==> src/rtl/fpmul_pkg.sv <==
package fpmul_pkg;
  localparam int EXP_W  = 8;
  localparam int FRAC_W = 23;
  localparam int SIG_W  = FRAC_W + 1;
  localparam int PROD_W = 2 * SIG_W;
  localparam int WORD_W = 1 + EXP_W + FRAC_W;
  localparam int EXT_W  = EXP_W + 3;
  localparam int BIAS   = (1 << (EXP_W - 1)) - 1;
  localparam int EXP_MAX = (1 << EXP_W) - 1;

  localparam logic [WORD_W-1:0] QNAN_WORD = {1'b0, {EXP_W{1'b1}}, 1'b1, {(FRAC_W-1){1'b0}}};

  typedef enum logic [1:0] {
    RND_NEAR_EVEN = 2'b00,
    RND_ZERO      = 2'b01,
    RND_POS       = 2'b10,
    RND_NEG       = 2'b11
  } rnd_mode_e;

  typedef enum logic [1:0] {
    CLS_FINITE,
    CLS_ZERO,
    CLS_INF,
    CLS_NAN
  } res_class_e;

  typedef enum logic [1:0] {
    ST_IDLE,
    ST_CALC,
    ST_HOLD
  } ctrl_state_e;

  typedef struct packed {
    logic loadOps;
    logic loadRes;
  } dp_ctrl_t;
endpackage

==> src/rtl/fpmulUnpack.sv <==
module fpmulUnpack
  import fpmul_pkg::*;
(
  input  logic [WORD_W-1:0] word,
  output logic              signBit,
  output logic              isZero,
  output logic              isInf,
  output logic              isNan,
  output logic              isSignaling,
  output logic [EXP_W-1:0]  effExp,
  output logic [SIG_W-1:0]  sig
);
  logic [EXP_W-1:0]  expField;
  logic [FRAC_W-1:0] fracField;
  logic expAllOnes, expAllZero, fracZero;

  assign signBit    = word[WORD_W-1];
  assign expField   = word[WORD_W-2 -: EXP_W];
  assign fracField  = word[FRAC_W-1:0];
  assign expAllOnes = &expField;
  assign expAllZero = ~|expField;
  assign fracZero   = ~|fracField;

  assign isZero      = expAllZero & fracZero;
  assign isInf       = expAllOnes & fracZero;
  assign isNan       = expAllOnes & ~fracZero;
  assign isSignaling = isNan & ~fracField[FRAC_W-1];

  // subnormals sit at the lowest exponent with no hidden one
  assign effExp = expAllZero ? EXP_W'(1) : expField;
  assign sig    = {~expAllZero, fracField};
endmodule

==> src/rtl/fpmulRound.sv <==
module fpmulRound
  import fpmul_pkg::*;
(
  input  logic                    sign,
  input  logic [PROD_W-1:0]       prod,
  input  logic signed [EXT_W-1:0] expSum,
  input  rnd_mode_e               mode,
  output logic [WORD_W-1:0]       word,
  output logic                    overflow,
  output logic                    underflow,
  output logic                    inexact
);
  localparam int SH_W = $clog2(PROD_W + 2);
  localparam int GRD  = PROD_W - SIG_W - 1;
  localparam logic signed [EXT_W-1:0] ONE_E     = EXT_W'(1);
  localparam logic signed [EXT_W-1:0] SH_MAX_E  = EXT_W'(PROD_W + 1);
  localparam logic signed [EXT_W-1:0] EXP_MAX_E = EXT_W'(EXP_MAX);

  function automatic logic [SH_W-1:0] leadZeros(input logic [PROD_W-1:0] v);
    logic [SH_W-1:0] n;
    logic found;
    n = '0;
    found = 1'b0;
    for (int i = PROD_W - 1; i >= 0; i--) begin
      if (!found) begin
        if (v[i]) found = 1'b1;
        else n = n + SH_W'(1);
      end
    end
    return n;
  endfunction

  logic [SH_W-1:0]         lz, shCap;
  logic [PROD_W-1:0]       normP, shifted;
  logic [2*PROD_W-1:0]     wide;
  logic signed [EXT_W-1:0] expN, shRaw, expOut;
  logic                    denorm, guardB, roundB, stickyB, inexactRaw, up, useInf;
  logic [SIG_W-1:0]        sig;
  logic [SIG_W:0]          sumR;
  logic [FRAC_W-1:0]       fracOut;

  always_comb begin
    // bring the leading one to the top bit
    lz    = leadZeros(prod);
    normP = prod << lz;
    expN  = expSum + ONE_E - $signed(EXT_W'(lz));

    // tiny results move right into subnormal form
    denorm = expN < ONE_E;
    shRaw  = ONE_E - expN;
    if (!denorm)               shCap = '0;
    else if (shRaw > SH_MAX_E) shCap = SH_W'(PROD_W + 1);
    else                       shCap = shRaw[SH_W-1:0];
    wide    = {normP, {PROD_W{1'b0}}} >> shCap;
    shifted = wide[2*PROD_W-1:PROD_W];

    sig        = shifted[PROD_W-1 -: SIG_W];
    guardB     = shifted[GRD];
    roundB     = shifted[GRD-1];
    stickyB    = (|shifted[GRD-2:0]) | (|wide[PROD_W-1:0]);
    inexactRaw = guardB | roundB | stickyB;

    unique case (mode)
      RND_NEAR_EVEN: up = guardB & (roundB | stickyB | sig[0]);
      RND_ZERO:      up = 1'b0;
      RND_POS:       up = inexactRaw & ~sign;
      RND_NEG:       up = inexactRaw & sign;
      default:       up = 1'b0;
    endcase

    sumR = {1'b0, sig} + (SIG_W + 1)'(up);
    if (denorm) begin
      expOut  = sumR[SIG_W-1] ? ONE_E : '0;
      fracOut = sumR[FRAC_W-1:0];
    end else if (sumR[SIG_W]) begin
      expOut  = expN + ONE_E;
      fracOut = sumR[FRAC_W:1];
    end else begin
      expOut  = expN;
      fracOut = sumR[FRAC_W-1:0];
    end

    overflow  = expOut >= EXP_MAX_E;
    underflow = denorm & inexactRaw;
    inexact   = inexactRaw | overflow;
    useInf    = (mode == RND_NEAR_EVEN) | ((mode == RND_POS) & ~sign) | ((mode == RND_NEG) & sign);

    if (overflow)
      word = useInf ? {sign, {EXP_W{1'b1}}, {FRAC_W{1'b0}}}
                    : {sign, {(EXP_W-1){1'b1}}, 1'b0, {FRAC_W{1'b1}}};
    else
      word = {sign, expOut[EXP_W-1:0], fracOut};
  end
endmodule

==> src/rtl/fpmulDatapath.sv <==
module fpmulDatapath
  import fpmul_pkg::*;
(
  input  logic              clk,
  input  logic              rstN,
  input  dp_ctrl_t          ctrl,
  input  logic [WORD_W-1:0] opA,
  input  logic [WORD_W-1:0] opB,
  input  logic [1:0]        rndMode,
  output logic [WORD_W-1:0] result,
  output logic              flagOverflow,
  output logic              flagUnderflow,
  output logic              flagInexact,
  output logic              flagInvalid
);
  localparam int N_OPS = 2;

  logic [WORD_W-1:0] opArr  [N_OPS];
  logic              sgn    [N_OPS];
  logic              zro    [N_OPS];
  logic              inf    [N_OPS];
  logic              nan    [N_OPS];
  logic              snan   [N_OPS];
  logic [EXP_W-1:0]  effExp [N_OPS];
  logic [SIG_W-1:0]  sigArr [N_OPS];

  assign opArr[0] = opA;
  assign opArr[1] = opB;

  generate
    for (genvar gi = 0; gi < N_OPS; gi++) begin : g_unpack
      fpmulUnpack u_unpack (
        .word        (opArr[gi]),
        .signBit     (sgn[gi]),
        .isZero      (zro[gi]),
        .isInf       (inf[gi]),
        .isNan       (nan[gi]),
        .isSignaling (snan[gi]),
        .effExp      (effExp[gi]),
        .sig         (sigArr[gi])
      );
    end
  endgenerate

  // stage one: classify, multiply significands, sum exponents
  res_class_e              clsD, clsQ;
  logic                    invD, invQ, signQ;
  logic [PROD_W-1:0]       prodD, prodQ;
  logic signed [EXT_W-1:0] expSumD, expSumQ;
  rnd_mode_e               modeQ;

  always_comb begin
    invD = 1'b0;
    if (nan[0] | nan[1]) begin
      clsD = CLS_NAN;
      invD = snan[0] | snan[1];
    end else if ((inf[0] & zro[1]) | (zro[0] & inf[1])) begin
      clsD = CLS_NAN;
      invD = 1'b1;
    end else if (inf[0] | inf[1]) begin
      clsD = CLS_INF;
    end else if (zro[0] | zro[1]) begin
      clsD = CLS_ZERO;
    end else begin
      clsD = CLS_FINITE;
    end
    prodD   = PROD_W'(sigArr[0]) * PROD_W'(sigArr[1]);
    expSumD = $signed(EXT_W'(effExp[0])) + $signed(EXT_W'(effExp[1])) - $signed(EXT_W'(BIAS));
  end

  always_ff @(posedge clk or negedge rstN) begin
    if (!rstN) begin
      clsQ    <= CLS_ZERO;
      invQ    <= 1'b0;
      signQ   <= 1'b0;
      prodQ   <= '0;
      expSumQ <= '0;
      modeQ   <= RND_NEAR_EVEN;
    end else if (ctrl.loadOps) begin
      clsQ    <= clsD;
      invQ    <= invD;
      signQ   <= sgn[0] ^ sgn[1];
      prodQ   <= prodD;
      expSumQ <= expSumD;
      modeQ   <= rnd_mode_e'(rndMode);
    end
  end

  // stage two: normalize, round, pack
  logic [WORD_W-1:0] rndWord;
  logic              rndOvf, rndUnf, rndInx;

  fpmulRound u_round (
    .sign      (signQ),
    .prod      (prodQ),
    .expSum    (expSumQ),
    .mode      (modeQ),
    .word      (rndWord),
    .overflow  (rndOvf),
    .underflow (rndUnf),
    .inexact   (rndInx)
  );

  always_ff @(posedge clk or negedge rstN) begin
    if (!rstN) begin
      result        <= '0;
      flagOverflow  <= 1'b0;
      flagUnderflow <= 1'b0;
      flagInexact   <= 1'b0;
      flagInvalid   <= 1'b0;
    end else if (ctrl.loadRes) begin
      flagOverflow  <= 1'b0;
      flagUnderflow <= 1'b0;
      flagInexact   <= 1'b0;
      flagInvalid   <= 1'b0;
      unique case (clsQ)
        CLS_NAN: begin
          result      <= QNAN_WORD;
          flagInvalid <= invQ;
        end
        CLS_INF:  result <= {signQ, {EXP_W{1'b1}}, {FRAC_W{1'b0}}};
        CLS_ZERO: result <= {signQ, {(WORD_W-1){1'b0}}};
        default: begin
          result        <= rndWord;
          flagOverflow  <= rndOvf;
          flagUnderflow <= rndUnf;
          flagInexact   <= rndInx;
        end
      endcase
    end
  end


  sign_path_chk: assert property (@(posedge clk) disable iff (!rstN)
    (ctrl.loadRes && clsQ != CLS_NAN) |=> result[WORD_W-1] == $past(signQ));


  ovf_flag_chk: assert property (@(posedge clk) disable iff (!rstN)
    flagOverflow |-> (flagInexact && !flagUnderflow && result[WORD_W-2 -: EXP_W] >= EXP_W'(EXP_MAX - 1)));


  unf_flag_chk: assert property (@(posedge clk) disable iff (!rstN)
    flagUnderflow |-> (flagInexact && result[WORD_W-2 -: EXP_W] <= EXP_W'(1)));


  inv_flag_chk: assert property (@(posedge clk) disable iff (!rstN)
    flagInvalid |-> (result == QNAN_WORD && !flagInexact && !flagOverflow));
endmodule

==> src/rtl/fpmulControl.sv <==
module fpmulControl
  import fpmul_pkg::*;
(
  input  logic     clk,
  input  logic     rstN,
  input  logic     inValid,
  input  logic     outReady,
  output logic     inReady,
  output logic     outValid,
  output dp_ctrl_t ctrl
);
  ctrl_state_e state, stateNext;

  always_comb begin
    stateNext = state;
    unique case (state)
      ST_IDLE: if (inValid) stateNext = ST_CALC;
      ST_CALC: stateNext = ST_HOLD;
      ST_HOLD: if (outReady) stateNext = ST_IDLE;
      default: stateNext = ST_IDLE;
    endcase
  end

  always_ff @(posedge clk or negedge rstN) begin
    if (!rstN) state <= ST_IDLE;
    else       state <= stateNext;
  end

  assign inReady      = state == ST_IDLE;
  assign outValid     = state == ST_HOLD;
  assign ctrl.loadOps = inReady & inValid;
  assign ctrl.loadRes = state == ST_CALC;


  accept_gap_chk: assert property (@(posedge clk) disable iff (!rstN)
    (inValid && inReady) |=> (!inReady && !outValid));


  accept_done_chk: assert property (@(posedge clk) disable iff (!rstN)
    (inValid && inReady) |=> ##1 outValid);


  release_chk: assert property (@(posedge clk) disable iff (!rstN)
    (outValid && outReady) |=> inReady);
endmodule

==> src/rtl/fpMul.sv <==
module fpMul
  import fpmul_pkg::*;
(
  input  logic        clk,
  input  logic        rstN,
  input  logic        inValid,
  output logic        inReady,
  input  logic [31:0] opA,
  input  logic [31:0] opB,
  input  logic [1:0]  rndMode,
  output logic        outValid,
  input  logic        outReady,
  output logic [31:0] result,
  output logic        flagOverflow,
  output logic        flagUnderflow,
  output logic        flagInexact,
  output logic        flagInvalid
);
  dp_ctrl_t ctrl;

  fpmulControl u_control (
    .clk      (clk),
    .rstN     (rstN),
    .inValid  (inValid),
    .outReady (outReady),
    .inReady  (inReady),
    .outValid (outValid),
    .ctrl     (ctrl)
  );

  fpmulDatapath u_datapath (
    .clk           (clk),
    .rstN          (rstN),
    .ctrl          (ctrl),
    .opA           (opA),
    .opB           (opB),
    .rndMode       (rndMode),
    .result        (result),
    .flagOverflow  (flagOverflow),
    .flagUnderflow (flagUnderflow),
    .flagInexact   (flagInexact),
    .flagInvalid   (flagInvalid)
  );


  hold_stable_chk: assert property (@(posedge clk) disable iff (!rstN)
    (outValid && !outReady) |=> (outValid && $stable(result) && $stable(flagOverflow)
      && $stable(flagUnderflow) && $stable(flagInexact) && $stable(flagInvalid)));
endmodule

==> config.mk <==
export PLATFORM = sky130hd
export DESIGN_NAME = fpMul
export DESIGN_NICKNAME = d
export VERILOG_FILES = /design/src/rtl/fpmul_pkg.sv /design/src/rtl/fpmulUnpack.sv /design/src/rtl/fpmulRound.sv /design/src/rtl/fpmulDatapath.sv /design/src/rtl/fpmulControl.sv /design/src/rtl/fpMul.sv
export SDC_FILE = /design/constraint.sdc
export NUM_CORES = 2
export LEC_CHECK = 0
export ABC_AREA = 0
export BUFFER_PORTS_ARGS = -buffer_cell sky130_fd_sc_hd__buf_4
export CAP_MARGIN = 20
export CORE_UTILIZATION = 58
export CTS_BUF_LIST = sky130_fd_sc_hd__clkbuf_2
export DETAILED_ROUTE_END_ITERATION = 10
export PLACE_DENSITY_LB_ADDON = 0.25
export SLEW_MARGIN = 20
export SYNTH_ARGS = -nofsm -noshare
export SYNTH_HDL_FRONTEND = slang
export SYNTH_HIERARCHICAL = 1
export SYNTH_SLANG_ARGS = --single-unit
==> constraint.sdc <==
create_clock -name clk -period 99.7 [get_ports clk]
set_clock_uncertainty 0.05 [all_clocks]
set_input_delay 19.94 -clock clk [delete_from_list [all_inputs] [get_ports clk]]
set_output_delay 19.94 -clock clk [all_outputs]
set_load 0.03 [all_outputs]
==> flow_summary.ini <==
[grt]
grt_pass1_wl_mm = 180
track_usage_pct = 33.0
grt_overflow = 0
grt_start_max_net_pins = 69
grt_antenna_before_repair = 3
grt_pass1_vias = 34100

[setup_path]
reg2reg_to = u_datapath/result[22]
worstPathArrival_ns = 42.10
worstRegToRegCells = 195
cp_max_fo = 66
critical_path_class = flip-flop to flip-flop
endpoint_kind = flip-flop
crit_path_frequent_cell = ha_1
cp_slowest_cell = clkinv_1
rrSetupSlack_ns = 58.17
required_ns = 100.28
slowest_delay_ns = 0.70
crit_path_start_kind = flip-flop
rr_startpoint = u_datapath/prodQ[45]

[synthesis]
syn_area_sq_um = 38300
yosys.area.top_type = fa_1
ys_types = 129
ys_ff_latch = 102
synth_area_leaders = fa_1 (25%), ha_1 (8.4%), dfrtp_1 (6.6%)
yosys_warnings = 6
synth_top_area_share_pct = 25.3
syn_nets = 5705
synth-seq-area-share_pct = 6.67
synth_edf_count = 0
postSynthCellCount = 4895
ys_async_sr_fraction_pct = 100
syn_avg_cell_area_sq_um = 7.82
synth_flop_cell = dfrtp_1

[clock_tree]
ctsRootBufferMaster = clkbuf_2
cts_buffer_depth = 2
ctsResizeCount = 0
cts_setup_buffers = 0
h-tree-depth = 3
cts.clk_slew.worst_paths_ns = 0.31
clk_latency_ns = 0.72
cts_buffers = 9
cts_tree = yes
hold_buffers = 0
clock_sinks = 102

[layout]
syn2layout_area_growth_pct = 1.75
final_nets = 5517
drive_above_1_share_pct = 7.43
n_fill_cell = 5950

[place]
hpwl_mm = 84.2
port_buffers = 107
place_congestion = 0.984

[worst_hold_path]
min_from = u_datapath/flagOverflow
hp-class = flip-flop to flip-flop
whs_path_depth = 2
min_to = u_datapath/flagOverflow

[sta]
rsz0062_at_grt = false
finalSetupViolCount = 0
tightest_slew_ns = 1.00
max_freq_ghz = 0.0241
tns_ns = 0
hold_viol = 0
period_needed_ns = 41.53
maxSlewViolCount = 0
max-slew-margin-rel_pct = 32.7
finalCritPeriodShare_pct = 41.7

[die]
fp-row-count = 93
core_sq_um = 64800
start_util_pct = 59.1
die_area_sq_um = 67100
io_pins = 108
die_height_um = 259
die_w_um = 259

[detailed_routing]
num_vias = 34200
wl_per_cell_um = 19.6
drt_iter0_drc = 3337
viasPerCell = 6.14
firstDrtPassIters = 6
drc = 0
ant_nets = 0
routed_wl_mm = 109

[run_status]
run_status = finished clean

[run]
maxCapViolations = 0
[worst max path at each step]
stage	start	endpoint	depth (start not counted)
floorplan	u_datapath/prodQ[45]	u_datapath/result[22]	202
global placement	u_datapath/prodQ[45]	u_datapath/result[22]	194
detailed placement	u_datapath/prodQ[45]	u_datapath/result[22]	193
CTS	u_datapath/prodQ[45]	u_datapath/result[22]	193
global route	u_datapath/prodQ[45]	u_datapath/result[22]	196
finish	u_datapath/prodQ[45]	u_datapath/result[22]	195
[flip-flops by register name, indices dropped and copies added (netlist names)]
register / count
u_datapath/flagInvalid: 1
u_datapath/clsQ: 2
u_datapath/modeQ: 2
u_datapath/flagInexact: 1
u_datapath/signQ: 1
u_datapath/result: 32
u_datapath/flagOverflow: 1
u_control/state: 2
u_datapath/flagUnderflow: 1
u_datapath/expSumQ: 10
u_datapath/prodQ: 48
u_datapath/invQ: 1
[synth_stat cells, types with 22 or more instances]
library cell  instances
inv_1               663
nand2_1             660
fa_1                484
and2_1              323
nor2_1              286
a21oi_1             278
ha_1                256
clkbuf_1            230
o21ai_0             173
xnor2_1             119
dfrtp_1             101
mux2i_1             101
nor3_1               92
mux2_2               88
nand3_1              78
xor2_1               60
buf_4                55
a21o_1               44
nor2b_1              43
nand4_1              40
a211oi_1             39
a22oi_1              38
a31oi_1              38
nor4_1               32
and3_1               29
nand2b_1             29
o21bai_1             27
or3_1                26
o211ai_1             24
a221oi_1             22
buf_6                22
[final cells by class]
cell class | count | area (sq um) | area share [%]
sequential | 102 | 2550 | 6.55
antenna | 3 | 7.51 | 0.0193
tap | 855 | 1070 | 2.75
timing repair buffer | 141 | 1060 | 2.72
multi-input combinational | 3784 | 31700 | 81.2
clock buffer | 9 | 45.0 | 0.116
inverter | 669 | 2510 | 6.44
clock inverter | 7 | 63.8 | 0.164
[cell usage in the layout, fill, tap and decap left out, types with 119 or more instances in the layout]
| master | n |
|---|---|
| buf_4 | 141 |
| nor2_1 | 286 |
| and2_1 | 323 |
| inv_1 | 663 |
| a21oi_1 | 277 |
| fa_1 | 484 |
| o21ai_0 | 173 |
| nand2_1 | 658 |
| ha_1 | 256 |
| xnor2_1 | 119 |
[metal layers]
layer  track usage, %  wire [um]  share of wire, %
met1             45.6      47200                43
met2             53.6      50800                46
met3             4.36       8190               7.5
met4             11.1       3230               2.9
met5                0          0                 0
[cells by family (layout without fill, tap and decap cells)]
kind of cell / after synthesis / in the layout / share of synthesized area, %
buf+inv: 1009 / 826 / 10.9
fa+ha+maj: 744 / 744 / 33.8
flops: 102 / 102 / 6.67
xor+xnor: 201 / 201 / 5.34
compound gates: 902 / 902 / 15.4
simple gates: 1739 / 1739 / 22.2
mux: 198 / 198 / 5.68
other cells: 0 / 3 / 0
[metrics by stage]
stage / setup WS, ns / instances / area (sq um) / utilization, % / hold slack (ns)
final: 58.17 / 5570 / 39000 / 60.1 / 0.491
after global placement: 60.09 / 5551 / 38800 / 59.9 / 0.449
after floorplan: 63.07 / 4895 / 38300 / - / 0.402
after CTS: 58.77 / 5567 / 39000 / 60.1 / 0.496
after detailed placement: 58.94 / 5551 / 38800 / 59.9 / 0.454
after global routing: 55.21 / 5570 / 39000 / 60.1 / 0.503
[worst max-delay path, delay by kind of cell (launching register included)]
kind | cells | cell delay [ns]
and+or+nand+nor | 50 | 5.75
AOI/OAI and AO/OA | 58 | 10.70
DFF | 1 | 0.62
adders and majority gates | 49 | 15.08
xor gates and xnor gates | 1 | 0.69
muxes | 29 | 6.57
buffers and inverters | 8 | 1.91
Power is not shown: default switching activity piles up to over one toggle a cycle in this logic, so the estimate is an artifact.
